<file path="src/rtl/cfgld_pkg.sv">
package cfgld_pkg;
    typedef enum logic [2:0] {
        ST_IDLE, ST_RESET, ST_SETTLE, ST_HOUSE, ST_GAP, ST_STREAM, ST_VERIFY, ST_PAD
    } cfg_state_e;

    typedef enum logic [2:0] {
        CFG_OK          = 3'd0,
        CFG_ERR_PARTIAL = 3'd1,
        CFG_ERR_RATE    = 3'd2,
        CFG_ERR_RESET   = 3'd3,
        CFG_ERR_LOAD    = 3'd4
    } cfg_err_e;

    localparam int unsigned ACT_BITS  = 49;
    localparam int unsigned PAD_BYTES = (ACT_BITS + 7) / 8;
endpackage

</file>
<file path="src/rtl/cfgld_sync.sv">
module cfgld_sync #(
    parameter int unsigned STAGES = 2
) (
    input  logic clk,
    input  logic rst_n,
    input  logic d,
    output logic q
);
    logic [STAGES-1:0] chain_q;

    generate
        if (STAGES == 1) begin : g_one
            always_ff @(posedge clk or negedge rst_n) begin
                if (!rst_n) chain_q <= '0;
                else        chain_q <= d;
            end
        end else begin : g_many
            always_ff @(posedge clk or negedge rst_n) begin
                if (!rst_n) chain_q <= '0;
                else        chain_q <= {chain_q[STAGES-2:0], d};
            end
        end
    endgenerate

    assign q = chain_q[STAGES-1];
endmodule

</file>
<file path="src/rtl/cfgld_shift.sv">
module cfgld_shift #(
    parameter int unsigned DIV_W = 8,
    parameter int unsigned BITS  = 8
) (
    input  logic             clk,
    input  logic             rst_n,
    input  logic [DIV_W-1:0] half_div,
    input  logic             load,
    input  logic [BITS-1:0]  din,
    output logic             sck,
    output logic             mosi,
    output logic             idle
);
    localparam int unsigned LW = $clog2(BITS + 1);

    typedef struct packed {
        logic [BITS-1:0]  sr;
        logic [LW-1:0]    left;
        logic             sck;
        logic [DIV_W-1:0] cnt;
    } shift_t;

    shift_t sh_d, sh_q;

    always_comb begin
        sh_d = sh_q;
        if (sh_q.left == '0) begin
            if (load) begin
                sh_d.sr   = din;
                sh_d.left = LW'(BITS);
                sh_d.sck  = 1'b0;
                sh_d.cnt  = '0;
            end
        end else if (sh_q.cnt == DIV_W'(half_div - 1'b1)) begin
            sh_d.cnt = '0;
            if (!sh_q.sck) begin
                sh_d.sck = 1'b1;
            end else begin
                sh_d.sck  = 1'b0;
                sh_d.sr   = {sh_q.sr[BITS-2:0], 1'b0};
                sh_d.left = sh_q.left - 1'b1;
            end
        end else begin
            sh_d.cnt = sh_q.cnt + 1'b1;
        end
    end

    always_ff @(posedge clk or negedge rst_n) begin
        if (!rst_n) sh_q <= '0;
        else        sh_q <= sh_d;
    end

    assign sck  = sh_q.sck;
    assign mosi = sh_q.sr[BITS-1];
    assign idle = (sh_q.left == '0);
endmodule

</file>
<file path="src/rtl/fpga_cfg_loader.sv">
module fpga_cfg_loader
    import cfgld_pkg::*;
#(
    parameter int unsigned SYS_CLK_HZ  = 250_000_000,
    parameter int unsigned SCK_MAX_HZ  = 25_000_000,
    parameter int unsigned SCK_MIN_HZ  = 1_000_000,
    parameter int unsigned RST_CYC     = 250,
    parameter int unsigned HK_CYC      = 300_000,
    parameter int unsigned DIV_W       = 8,
    parameter int unsigned SYNC_STAGES = 2
) (
    input  logic             clk,
    input  logic             rst_n,
    input  logic             start,
    input  logic             partial_req,
    input  logic [DIV_W-1:0] sck_half_div,
    input  logic [7:0]       img_data,
    input  logic             img_valid,
    input  logic             img_last,
    output logic             img_ready,
    output logic             tgt_rst_n,
    output logic             spi_cs_n,
    output logic             spi_sck,
    output logic             spi_mosi,
    input  logic             tgt_done,
    output logic             cfg_busy,
    output logic             cfg_done,
    output logic             cfg_err,
    output logic [2:0]       cfg_err_code
);
    localparam int unsigned MIN_HALF   = (SYS_CLK_HZ + 2*SCK_MAX_HZ - 1) / (2*SCK_MAX_HZ);
    localparam int unsigned MAX_HALF   = SYS_CLK_HZ / (2*SCK_MIN_HZ);
    localparam int unsigned SETTLE_CYC = SYNC_STAGES + 1;
    localparam int unsigned CNT_MAX    = (RST_CYC > HK_CYC) ? RST_CYC : HK_CYC;
    localparam int unsigned CW         = $clog2(CNT_MAX + SETTLE_CYC + 1);
    localparam int unsigned PW         = $clog2(PAD_BYTES + 1);

    typedef struct packed {
        cfg_state_e       state;
        logic [CW-1:0]    cnt;
        logic [DIV_W-1:0] div;
        logic             last_seen;
        logic [PW-1:0]    pad_left;
        logic             done;
        logic             err;
        cfg_err_e         code;
    } ctl_t;

    ctl_t       c_d, c_q;
    logic       done_s;
    logic       sh_load;
    logic [7:0] sh_din;
    logic       sh_idle;

    cfgld_sync #(.STAGES(SYNC_STAGES)) u_sync (
        .clk(clk), .rst_n(rst_n), .d(tgt_done), .q(done_s)
    );

    cfgld_shift #(.DIV_W(DIV_W), .BITS(8)) u_shift (
        .clk(clk), .rst_n(rst_n), .half_div(c_q.div), .load(sh_load),
        .din(sh_din), .sck(spi_sck), .mosi(spi_mosi), .idle(sh_idle)
    );

    always_comb begin
        c_d       = c_q;
        sh_load   = 1'b0;
        sh_din    = 8'h00;
        img_ready = 1'b0;
        case (c_q.state)
            ST_IDLE: if (start) begin
                c_d.done = 1'b0;
                c_d.err  = 1'b0;
                c_d.code = CFG_OK;
                if (partial_req) begin
                    c_d.err  = 1'b1;
                    c_d.code = CFG_ERR_PARTIAL;
                end else if (32'(sck_half_div) < MIN_HALF || 32'(sck_half_div) > MAX_HALF) begin
                    c_d.err  = 1'b1;
                    c_d.code = CFG_ERR_RATE;
                end else begin
                    c_d.state     = ST_RESET;
                    c_d.cnt       = '0;
                    c_d.div       = sck_half_div;
                    c_d.last_seen = 1'b0;
                end
            end
            ST_RESET: begin
                c_d.cnt = c_q.cnt + 1'b1;
                if (c_q.cnt == CW'(RST_CYC - 1)) begin
                    c_d.state = ST_SETTLE;
                    c_d.cnt   = '0;
                end
            end
            ST_SETTLE: begin
                c_d.cnt = c_q.cnt + 1'b1;
                if (c_q.cnt == CW'(SETTLE_CYC - 1)) begin
                    c_d.cnt = '0;
                    if (done_s) begin
                        c_d.state = ST_IDLE;
                        c_d.err   = 1'b1;
                        c_d.code  = CFG_ERR_RESET;
                    end else begin
                        c_d.state = ST_HOUSE;
                    end
                end
            end
            ST_HOUSE: begin
                c_d.cnt = c_q.cnt + 1'b1;
                if (c_q.cnt == CW'(HK_CYC - 1)) begin
                    c_d.state = ST_GAP;
                    c_d.cnt   = '0;
                end
            end
            ST_GAP: c_d.state = ST_STREAM;
            ST_STREAM: begin
                img_ready = sh_idle && !c_q.last_seen;
                if (img_valid && img_ready) begin
                    sh_load       = 1'b1;
                    sh_din        = img_data;
                    c_d.last_seen = img_last;
                end
                if (sh_idle && c_q.last_seen) begin
                    c_d.state = ST_VERIFY;
                    c_d.cnt   = '0;
                end
            end
            ST_VERIFY: begin
                c_d.cnt = c_q.cnt + 1'b1;
                if (c_q.cnt == CW'(SETTLE_CYC - 1)) begin
                    c_d.cnt = '0;
                    if (done_s) begin
                        c_d.state    = ST_PAD;
                        c_d.pad_left = PW'(PAD_BYTES);
                    end else begin
                        c_d.state = ST_IDLE;
                        c_d.err   = 1'b1;
                        c_d.code  = CFG_ERR_LOAD;
                    end
                end
            end
            ST_PAD: if (sh_idle) begin
                if (c_q.pad_left == '0) begin
                    c_d.state = ST_IDLE;
                    c_d.done  = 1'b1;
                end else begin
                    sh_load      = 1'b1;
                    c_d.pad_left = c_q.pad_left - 1'b1;
                end
            end
            default: c_d.state = ST_IDLE;
        endcase
    end

    always_ff @(posedge clk or negedge rst_n) begin
        if (!rst_n) begin
            c_q       <= '0;
            c_q.state <= ST_IDLE;
            c_q.code  <= CFG_OK;
        end else begin
            c_q <= c_d;
        end
    end

    assign tgt_rst_n    = (c_q.state != ST_RESET);
    assign spi_cs_n     = !(c_q.state inside {ST_RESET, ST_SETTLE, ST_HOUSE, ST_STREAM, ST_PAD});
    assign cfg_busy     = (c_q.state != ST_IDLE);
    assign cfg_done     = c_q.done;
    assign cfg_err      = c_q.err;
    assign cfg_err_code = c_q.code;
endmodule

</file>
<file path="config.mk">
export PLATFORM = sky130hd
export DESIGN_NAME = fpga_cfg_loader
export DESIGN_NICKNAME = d
export VERILOG_FILES = /design/src/rtl/cfgld_pkg.sv /design/src/rtl/cfgld_sync.sv /design/src/rtl/cfgld_shift.sv /design/src/rtl/fpga_cfg_loader.sv
export SDC_FILE = /design/constraint.sdc
export NUM_CORES = 1
export LEC_CHECK = 0
export BUFFER_PORTS_ARGS = -buffer_cell sky130_fd_sc_hd__buf_2
export CAP_MARGIN = 20
export CORE_MARGIN = 2
export CORE_UTILIZATION = 35
export CTS_CLUSTER_SIZE = 14
export DETAILED_ROUTE_END_ITERATION = 8
export HOLD_SLACK_MARGIN = 0.1
export SLEW_MARGIN = 20
export SYNTH_ARGS = -nofsm -noshare
export SYNTH_HDL_FRONTEND = slang
export SYNTH_SLANG_ARGS = --single-unit
</file>
<file path="constraint.sdc">
create_clock -name clk -period 2.8 [get_ports clk]
set_input_delay 0.7 -clock clk [delete_from_list [all_inputs] [get_ports clk]]
set_output_delay 0.7 -clock clk [all_outputs]
set_load 0.005 [all_outputs]
</file>
Word level (Yosys, flattened, before mapping). Index checks and enable logic that the tools add are counted.

Register bits: 62. Input port bits: 23. Word-level logic and storage cells: 121.

Add/subtract/negate cells: 5. $lt $le $gt $ge: 2. Eq/ne operators: 28. Mux-type cells: 44. Bitwise operators: 2. Reductions and logical operators: 27.

Operators by type and width (number): one-hot mux 19 bit (6 select lines) (1); 2-to-1 mux 22 bit (5); 2-to-1 mux 31 bit (3); 2-to-1 mux 21 bit (2); 2-to-1 mux 4 bit (7); != test 2 bit (second input constant) (14); 2-to-1 mux 8 bit (3); one-hot mux 3 bit (8 select lines) (1); adder 19 x 1 -> 19 bit (second input constant) (1); equality test 19 bit (second input constant) (1); equality test 19 x 2 -> 1 bit (second input constant) (1); equality test 19 x 8 -> 1 bit (second input constant) (1); 2-to-1 mux 3 bit (6); AND reduction 5 bit (3); 2-to-1 mux 13 bit (1); equality test 3 bit (second input constant) (4); 2-to-1 mux 12 bit (1); one-hot mux 4 bit (3 select lines) (1); AND reduction 10 bit (1); nonzero test 2 bit (5); adder 8 x 1 -> 8 bit (second input constant) (1); equality test 8 bit (1); > comparator 8 x 7 -> 1 bit (second input constant) (1); < comparator 8 x 3 -> 1 bit (second input constant) (1); other kinds (25) (42).

Depth between registers and ports, before layout.
Depth after elaboration: 7. Gate-level depth with buffers: 10. Depth with buffers taken out: 9.

Cells and area by module. A second synthesis with hierarchy kept.

Cells, all modules: 398. Area total of the unflattened synthesis: 3816.2 um^2.

Modules (own cells, without submodules): fpga_cfg_loader (instances 1, cells each 258, area each 2396.0 um^2, sequential area each 975.9 um^2); cfgld_shift (instances 1, cells each 138, area each 1370.1 um^2, sequential area each 525.5 um^2); cfgld_sync (instances 1, cells each 2, area each 50.0 um^2, sequential area each 50.0 um^2).

Worst setup path after synthesis. Ideal clock, no wire load.

Path kind: register to register. Start: register c_q[9] (netlist name). End: register u_shift.sh_q[11] (netlist name). Setup time: 0.128 ns. Arrival time: 2.257 ns. Path slack: 0.415 ns. Cell stages (with the launch flop): 11. Period minus slack after synthesis: 2.385 ns. Cells stage by stage: dfrtp_1 inv_1 ha_1 nor3b_1 xnor2_1 nor3_1 nand3_1 or2_1 buf_2 nor4_2 mux2_1.

Longest elaborated chain between the ends: 4.

Ends and longest elaborated chain: start, declared (line fpga_cfg_loader.sv:49) `ctl_t c_d, c_q;`; subtractor 8 x 1 -> 8 bit (line cfgld_shift.sv:34) `end else if (sh_q.cnt == DIV_W'(half_div - 1'b1)) begin`; equality test 8 bit (line cfgld_shift.sv:34); nonzero test 2 bit (no line); AND reduction 3 bit (no line); end signal, assigned (line cfgld_shift.sv:49) `if (!rst_n) sh_q <= '0;`; end signal, assigned (line cfgld_shift.sv:50) `else sh_q <= sh_d;`; end, declared (line cfgld_shift.sv:23) `shift_t sh_d, sh_q;`.

No other way between the ends. A chain may end at the register's enable or synchronous reset.

Worst setup path in the final report.
Start: register u_shift.sh_q[10] (netlist name). End: output port img_ready.

Longest elaborated chain between the ends: 3.

Ends and longest elaborated chain: zero test 4 bit (line cfgld_shift.sv:55) `assign idle = (sh_q.left == '0);`; logical AND 1 bit (line fpga_cfg_loader.sv:116) `img_ready = sh_idle && !c_q.last_seen;`; 2-to-1 mux 1 bit (line fpga_cfg_loader.sv:69) `case (c_q.state)`; end, declared (line fpga_cfg_loader.sv:20) `output logic img_ready,`.

No other way between the ends.

==> flow_summary.json <==
{
  "nNetsFinal": 464,
  "place_area_um2": 4005,
  "timing.rr.start": "c_q[27]$_DFFE_PN0P_",
  "grt_use_total_pct": 15.99,
  "placed_cells": 559,
  "ys_types": 61,
  "globalplace.congestion": 0.8171,
  "cts_sinks": 62,
  "critPathArrivalTime_ns": 1.95,
  "clk_latency_ns": 0.35,
  "vias": 3071,
  "finalHoldViolations": 0,
  "core_area_um2": 10280,
  "ant_nets": 0,
  "fmax_mhz": 377.9,
  "cts_tree": "built",
  "grt_overflow": 0,
  "dp_hpwl_mm": 6.339,
  "r2r-end": "c_q[37]$_DFFE_PN0P_",
  "initial_core_util_pct": 35.88,
  "cts_buffers": 9,
  "path_clk_slew_ns": 0.07,
  "grt_pass1_wl_mm": 14.45,
  "ys_async_sr_fraction_pct": 100.0,
  "rsz0062_at_grt": "no",
  "fp-row-count": 37,
  "slew_headroom_pct": 35.64,
  "final_cells": 573,
  "drcViolationCount": 0,
  "grt_max_degree": 26,
  "hold_path_class": "reg -> reg",
  "antenna_found_initial": 0,
  "io_pins": 34,
  "cts_post_setup_buffers_inserted": 0,
  "maxCapViolCount": 0,
  "yosys_warnings": 0,
  "path_cells": "nor4_1 -> nand2_1 -> nor3b_1 -> buf_2",
  "cts_max_path_buffers": 2,
  "total_power_uw": 4281,
  "drive_gt1_share_pct": 19.68,
  "finalCriticalPeriod_ns": 2.646,
  "port_buffers": 33,
  "syn_nets": 428,
  "r2r_slack_ns": 0.23,
  "antenna_cells": 0,
  "syn_avg_cell_area_um2": 9.265,
  "syn_area_um2": 3687,
  "synth_edf_count": 0,
  "ys.flop_type": "dfrtp_1",
  "syn_to_final_growth_pct": 14.93,
  "post-route-period-util_pct": 94.51,
  "r2r_cells": 6,
  "cp-end-kind": "output pin",
  "ir_drop_uv": 390.2,
  "static-leakage-power_uw": 0.001841,
  "fin_setup_tns_ns": 0,
  "ys_seq_area_share_pct": 42.08,
  "outcome": "complete, no violations",
  "die_y_um": 106.6,
  "first_pass_iters": 4,
  "wire_per_inst_um": 14.97,
  "synth-seq-cells": 62,
  "synthCells": 398,
  "avgViaCountPerCell": 5.360,
  "h-tree-depth": 3,
  "clock-root-buffer": "clkbuf_8",
  "critPathKind": "reg -> out",
  "crit_path_start": "u_shift.sh_q[10]$_DFFE_PN0P_",
  "final-setup-viol-count": 0,
  "die_w_um": 106.6,
  "report.final.slew_viol_count": 0,
  "grt_pass1_vias": 2961,
  "crit_fanout": 5,
  "start_kind": "flop",
  "endpoint": "img_ready",
  "slowest_delay_ns": 0.42,
  "die_area_um2": 11370,
  "postLayoutCellArea_um2": 4238,
  "worstMarginPinSlew_ns": 0.9654,
  "drtIter0Drc": 198,
  "required_ns": 2.10,
  "wl_mm": 8.580,
  "slowest_stage": "dfrtp_1",
  "p_per_area_nw_per_um2": 1010,
  "fin_skew_ns": 0.01237
}
[synthesized netlist by cell type (9+ instances only)]
library cell,n,area share [%]
inv_1,14,1.4
clkbuf_1,10,1.0
nand2_1,34,3.5
nor3_1,11,1.5
nor2_1,37,3.8
a31oi_1,13,2.2
or3_1,10,1.7
o21ai_1,10,1.4
a22o_1,10,2.4
a21oi_1,18,2.4
o31ai_1,10,2.0
xnor2_1,12,2.9
nand2b_1,14,2.4
mux2_1,9,2.7
o21ai_0,14,1.9
mux2_2,9,2.7
nand3_1,14,1.9
dfrtp_1,62,42
[worst max-delay path, delay by kind of cell, from the launching register on]
kind / cells / cell delay, ns
buffers and inverters: 1 / 0.19
flip-flops: 1 / 0.42
AND/OR/NAND/NOR: 3 / 1.00
[power breakdown]
part	total (µW)	leakage, µW	internal, µW	switching, µW
clock network	924	0.000115	578	346
registers	1430	0.000810	1150	273
logic	1930	0.000916	883	1050
[flip-flops by register name, summed over array words and instances, names as in the netlist]
signal          cells
u_shift.sh_q       19
u_sync.chain_q      2
cfg_err_code        3
u_shift.mosi        1
c_q                34
cfg_done            1
u_shift.sck         1
cfg_err             1
[metrics by stage]
stage               util [%]  setup slack, ns  hold slack (ns)
floorplan                  -           0.4150           0.3312
global placement       38.97           0.1767           0.3354
detailed placement     38.97          0.06368           0.3363
CTS                    41.15          0.05307           0.3505
global route           41.23          0.01975           0.3520
finish                 41.23           0.1536           0.3486
[placed cells by master (no fill, tap or decap), types with 9 or more instances in the layout]
| master | n |
|---|---|
| a21oi_1 | 18 |
| a22o_1 | 10 |
| a31oi_1 | 13 |
| buf_2 | 33 |
| buf_4 | 12 |
| clkbuf_8 | 9 |
| dfrtp_1 | 62 |
| inv_1 | 14 |
| mux2_1 | 9 |
| mux2_2 | 9 |
| nand2_1 | 34 |
| nand2b_1 | 14 |
| nand3_1 | 14 |
| nor2_1 | 37 |
| nor3_1 | 11 |
| o21ai_0 | 14 |
| o21ai_1 | 10 |
| o31ai_1 | 10 |
| or3_1 | 10 |
| xnor2_1 | 12 |
[worst min-delay path by stage]
stage | to | from | slack, ns | cells past startpoint
finish | u_sync.chain_q[1]$_DFF_PN0_ | u_sync.chain_q[0]$_DFF_PN0_ | 0.35 | 0
detailed placement | u_sync.chain_q[1]$_DFF_PN0_ | u_sync.chain_q[0]$_DFF_PN0_ | 0.34 | 0
CTS | u_sync.chain_q[1]$_DFF_PN0_ | u_sync.chain_q[0]$_DFF_PN0_ | 0.35 | 0
global placement | u_sync.chain_q[1]$_DFF_PN0_ | u_sync.chain_q[0]$_DFF_PN0_ | 0.34 | 0
global route | u_sync.chain_q[1]$_DFF_PN0_ | u_sync.chain_q[0]$_DFF_PN0_ | 0.35 | 0
floorplan | u_sync.chain_q[1]$_DFF_PN0_ | u_sync.chain_q[0]$_DFF_PN0_ | 0.33 | 0
[final cells by class]
cell class	count	area, µm²
clock inverter	5	100.1
sequential	62	1551
timing repair buffer	45	255.2
tap	136	170.2
fill	1048	6040
multi-input combinational	301	1981
inverter	15	56.30
clock buffer	9	123.9
[routing by layer]
metal,track usage (%),wire length [µm],vias to the layer above
met5,0,0,-
met3,4.255,352,14
met1,20.84,3973,1488
met2,26.11,4137,57
li1,-,-,1512
met4,4.638,116,0
[repair_timing]
| action | 4_1_cts | 5_1_grt |
|---|---|---|
| gates resized for setup | 0 | 3 |
| hold buffers | 0 | 0 |
| endpoints found under the setup margin | 0 | 8 |
[logic make-up after synthesis]
kind of cell	after synthesis	share of synthesized area (%)
adders and majority gates	7	2.375
DFF	62	42.08
muxes	21	6.583
AOI/OAI and AO/OA	94	17.20
buffers and inverters	35	4.445
and+or+nand+nor	166	24.23
xor gates and xnor gates	13	3.088
(Power assumes the default switching activity.)
